--- config.mk ---
export PLATFORM = sky130hd
export DESIGN_NAME = mf_irq_req
export DESIGN_NICKNAME = d
export VERILOG_FILES = /design/src/rtl/mf_irq_pkg.sv /design/src/rtl/mf_irq_src_flag.sv /design/src/rtl/mf_irq_grp_flag.sv /design/src/rtl/mf_irq_gie.sv /design/src/rtl/mf_irq_gate.sv /design/src/rtl/mf_irq_req.sv
export SDC_FILE = /design/constraint.sdc
export NUM_CORES = 1
export LEC_CHECK = 0
export BUFFER_PORTS_ARGS = -buffer_cell sky130_fd_sc_hd__buf_4
export CORE_AREA = 2 2 39 41
export CTS_BUF_LIST = sky130_fd_sc_hd__clkbuf_16
export CTS_CLUSTER_SIZE = 25
export DETAILED_ROUTE_END_ITERATION = 10
export DIE_AREA = 0 0 41 43
export PLACE_DENSITY = 0.39
export SYNTH_ARGS = -nofsm -noshare
export SYNTH_HDL_FRONTEND = slang
export SYNTH_SLANG_ARGS = --single-unit
--- constraint.sdc ---
create_clock -name clk -period 1.75 [get_ports clk]
set_input_delay 0.0875 -clock clk [delete_from_list [all_inputs] [get_ports clk]]
set_output_delay 0.0875 -clock clk [all_outputs]
set_load 0.02 [all_outputs]
--- src/rtl/mf_irq_pkg.sv ---
package mf_irq_pkg;

    // Registered state of the request logic
    typedef struct packed {
        logic src;   // per-source request flag
        logic grp;   // group (shared vector) request flag
        logic gie;   // global interrupt enable
        logic req;   // registered vector request
    } irq_state_t;

    localparam irq_state_t IRQ_STATE_RESET = '{src: 1'b0, grp: 1'b0, gie: 1'b0, req: 1'b0};

endpackage

--- src/rtl/mf_irq_src_flag.sv ---
module mf_irq_src_flag (
    input  logic cur_q,
    input  logic evt,
    input  logic sw_clr,
    output logic nxt_d
);
    // Event beats software clear; service entry never touches this flag
    always_comb begin
        nxt_d = cur_q;
        if (sw_clr) nxt_d = 1'b0;
        if (evt)    nxt_d = 1'b1;
    end
endmodule

--- src/rtl/mf_irq_grp_flag.sv ---
module mf_irq_grp_flag (
    input  logic cur_q,
    input  logic evt,
    input  logic sw_clr,
    input  logic ack,
    output logic nxt_d
);
    // Set only by an event edge, never by the source flag level
    always_comb begin
        nxt_d = cur_q;
        if (sw_clr || ack) nxt_d = 1'b0;
        if (evt)           nxt_d = 1'b1;
    end
endmodule

--- src/rtl/mf_irq_gie.sv ---
module mf_irq_gie (
    input  logic cur_q,
    input  logic sw_set,
    input  logic sw_clr,
    input  logic ack,
    output logic nxt_d
);
    // Vector entry masks further interrupts, overriding a software set
    always_comb begin
        nxt_d = cur_q;
        if (sw_set) nxt_d = 1'b1;
        if (sw_clr) nxt_d = 1'b0;
        if (ack)    nxt_d = 1'b0;
    end
endmodule

--- src/rtl/mf_irq_gate.sv ---
module mf_irq_gate (
    input  logic gie_q,
    input  logic src_en,
    input  logic grp_en,
    input  logic grp_q,
    input  logic stack_full,
    input  logic ack,
    output logic req_d
);
    always_comb begin
        req_d = gie_q & src_en & grp_en & grp_q & ~stack_full & ~ack;
    end
endmodule

--- src/rtl/mf_irq_req.sv ---
module mf_irq_req
    import mf_irq_pkg::*;
(
    input  logic clk,
    input  logic rst_n,
    input  logic done_evt,
    input  logic src_en,
    input  logic grp_en,
    input  logic gie_set,
    input  logic gie_clr,
    input  logic stack_full,
    input  logic vec_ack,
    input  logic src_flag_clr,
    input  logic grp_flag_clr,
    output logic vec_req,
    output logic src_flag,
    output logic grp_flag,
    output logic gie
);

    irq_state_t st_q;
    irq_state_t st_d;

    logic src_nxt_d;
    logic grp_nxt_d;
    logic gie_nxt_d;
    logic req_nxt_d;

    mf_irq_src_flag u_src (
        .cur_q  (st_q.src),
        .evt    (done_evt),
        .sw_clr (src_flag_clr),
        .nxt_d  (src_nxt_d)
    );

    mf_irq_grp_flag u_grp (
        .cur_q  (st_q.grp),
        .evt    (done_evt),
        .sw_clr (grp_flag_clr),
        .ack    (vec_ack),
        .nxt_d  (grp_nxt_d)
    );

    mf_irq_gie u_gie (
        .cur_q  (st_q.gie),
        .sw_set (gie_set),
        .sw_clr (gie_clr),
        .ack    (vec_ack),
        .nxt_d  (gie_nxt_d)
    );

    mf_irq_gate u_gate (
        .gie_q      (st_q.gie),
        .src_en     (src_en),
        .grp_en     (grp_en),
        .grp_q      (st_q.grp),
        .stack_full (stack_full),
        .ack        (vec_ack),
        .req_d      (req_nxt_d)
    );

    always_comb begin
        st_d     = st_q;
        st_d.src = src_nxt_d;
        st_d.grp = grp_nxt_d;
        st_d.gie = gie_nxt_d;
        st_d.req = req_nxt_d;
    end

    always_ff @(posedge clk) begin
        if (!rst_n) st_q <= IRQ_STATE_RESET;
        else        st_q <= st_d;
    end

    assign vec_req  = st_q.req;
    assign src_flag = st_q.src;
    assign grp_flag = st_q.grp;
    assign gie      = st_q.gie;

endmodule

==> results_dict.tcl <==
set metrics [dict create \
    status "complete, no violations" \
    worst_path_max_delay_cell "dfxtp_1" \
    crit_arrival_ns 0.73 \
    crit_start "gie$_SDFFE_PP0P_" \
    dr.pass1.iters 2 \
    reg2reg_from "grp_flag$_SDFFE_PN0P_" \
    ir_drop_mv 0.332 \
    routabilityCongestion 0.526 \
    max_freq_mhz 1230 \
    drv_cap 0 \
    reg2reg_to "grp_flag$_SDFFE_PN0P_" \
    async_flop_share_pct 0 \
    yosysMostFrequentCell "dfxtp_1" \
    die-area_um2 1760 \
    synth_top_area_share_pct 59.3 \
    vias_per_cell 3.46 \
    synth_seq_area_share_pct 59.3 \
    root_buffer "clkbuf_16" \
    crit_fanout 3 \
    gr-usage-all-layers_pct 7.02 \
    setup_viol 0 \
    clkLatencyLatePin_ns 0.22 \
    syn-cell-area_um2 135 \
    cp.depth 1 \
    grt_max_degree 4 \
    yosysWarnings 0 \
    skew_ns 0.00194 \
    fp-row-count 14 \
    die_w_um 41 \
    layout_min_cycle_time_ns 0.816 \
    die_h_um 43 \
    ys_types 8 \
    cp_cell_sequence "buf_4" \
    power_density_nw_per_um2 1450 \
    synth_area_per_cell_um2 10.4 \
    grt_pass1_wl_um 662 \
    core_um2 1380 \
    synth_area_leaders "dfxtp_1 59%, o21a_1 11%, nor3_1 7.4%, nor3b_1 5.6%, nand2b_1 4.6%" \
    fin_area_um2 335 \
    cp-end-kind "output pin" \
    placed_area_um2 260 \
    area_growth_syn_to_layout_pct 148 \
    synth_edf_count 0 \
    post_cts.repair.setup_buffers 0 \
    cp.buffers_inverters 1 \
    max_slew_margin_pct 90.0 \
    clockBufferDepth 2 \
    slew_viol_final 0 \
    wire_per_inst_um 10.0 \
    grt_pass1_vias 153 \
    start_kind "flip-flop" \
    hold_viol 0 \
    post_cts_resized 0 \
    min_period_over_period_pct 46.6 \
    diodes 0 \
    fin_setup_tns_ns 0 \
    r2r_slack_ns 1.04 \
    synth_flop_cell "dfxtp_1" \
    rsz0062_at_grt "false" \
    crit_type "reg2out" \
    nNetsFinal 43 \
    ys_ff_latch 4 \
    p_leak_nw 0.153 \
    worstPathRequired_ns 1.66 \
    final_antenna_net_count 0 \
    drt-initial-drc-count 4 \
    vias 159 \
    portBuffers 14 \
    drive_above_1_share_pct 56.7 \
    start_util_pct 9.76 \
    synth_nets 24 \
    gr-total-overflow 0 \
    ios 15 \
    worstHoldPathType "in2reg" \
    yosysTopAreaCell "dfxtp_1" \
    num-fill-cells 153 \
    holdBufCountCts 0 \
    crit_end "gie" \
    cts_buffers 3 \
    netlist_instances 13 \
    critPathMaxStageDelay_ns 0.35 \
    htree_levels 1 \
    antenna_found_initial 0 \
    cts_tree "done" \
    drc 0 \
    crit_family "flip-flops" \
    synth.top_cells.by_count "4 x dfxtp_1, 2 x nor3_1, 2 x o21a_1" \
    worst_pin_slew_ns 0.149 \
    clk_transition_reported_paths_ns 0.03 \
    reg2regPathDepth 2 \
    cts.sinks 4 \
    routed_wl_um 461 \
]
layout make-up:
| class | count | area (um^2) | area share (%) |
|---|---|---|---|
| Sequential cell | 4 | 80.1 | 23.9 |
| Tap cell | 16 | 20.0 | 5.97 |
| Timing Repair Buffer | 14 | 105 | 31.3 |
| Clock buffer | 3 | 75.1 | 22.4 |
| Multi-Input combinational cell | 9 | 55.1 | 16.4 |
worst min-delay path by stage:
stage	startpoint	endpoint	depth (start not counted)
after floorplan	stack_full	vec_req$_SDFF_PN0_	1
after global placement	gie_clr	gie$_SDFFE_PP0P_	2
after detailed placement	gie_clr	gie$_SDFFE_PP0P_	2
after CTS	gie_clr	gie$_SDFFE_PP0P_	2
after global routing	gie_clr	gie$_SDFFE_PP0P_	2
final	gie_clr	gie$_SDFFE_PP0P_	2
flip-flops by register name (all words and copies together) (netlist names):
name      count
gie           1
grp_flag      1
src_flag      1
vec_req       1
metrics by stage:
stage          setup slack, ns  hold slack [ns]  power, mW  cells  utilization (%)
2_1_floorplan            0.950            0.166      0.109     13                -
3_3_place_gp              1.06            0.256      0.134     43             18.8
3_5_place_dp              1.05            0.260      0.134     43             18.8
4_1_cts                  0.921           0.0231      0.501     46             24.2
5_1_grt                  0.916           0.0306      0.508     46             24.2
6_report                 0.934           0.0271      0.488     46             24.2
power breakdown:
group          total (mW)  internal, mW  switching [mW]
sequential         0.0976        0.0955         0.00207
clock               0.355         0.292          0.0632
combinational      0.0350        0.0223          0.0127
layout by cell type (no fill, tap or decap):
cell type  netlist  layout
buf_4            0      14
nor3_1           2       2
dfxtp_1          4       4
nand2b_1         1       1
nor2_1           1       1
clkbuf_16        0       3
nor3b_1          1       1
o21a_1           2       2
nor2b_1          1       1
nand4_1          1       1
layer usage:
metal  part of all wire [%]  GRT usage (%)
met5                      0              0
met1                     44           7.37
met3                     25           9.42
met4                    1.3           8.00
met2                     30           5.31
logic make-up (layout without fill, tap and decap cells):
logic type / Yosys count / count (layout) / share of synthesized area, %
and+or+nand+nor: 7 / 7 / 29.6
DFF: 4 / 4 / 59.3
buffers and inverters: 0 / 17 / 0
AOI/OAI and AO/OA: 2 / 2 / 11.1
No activity file was read; power rests on OpenSTA's default activity.
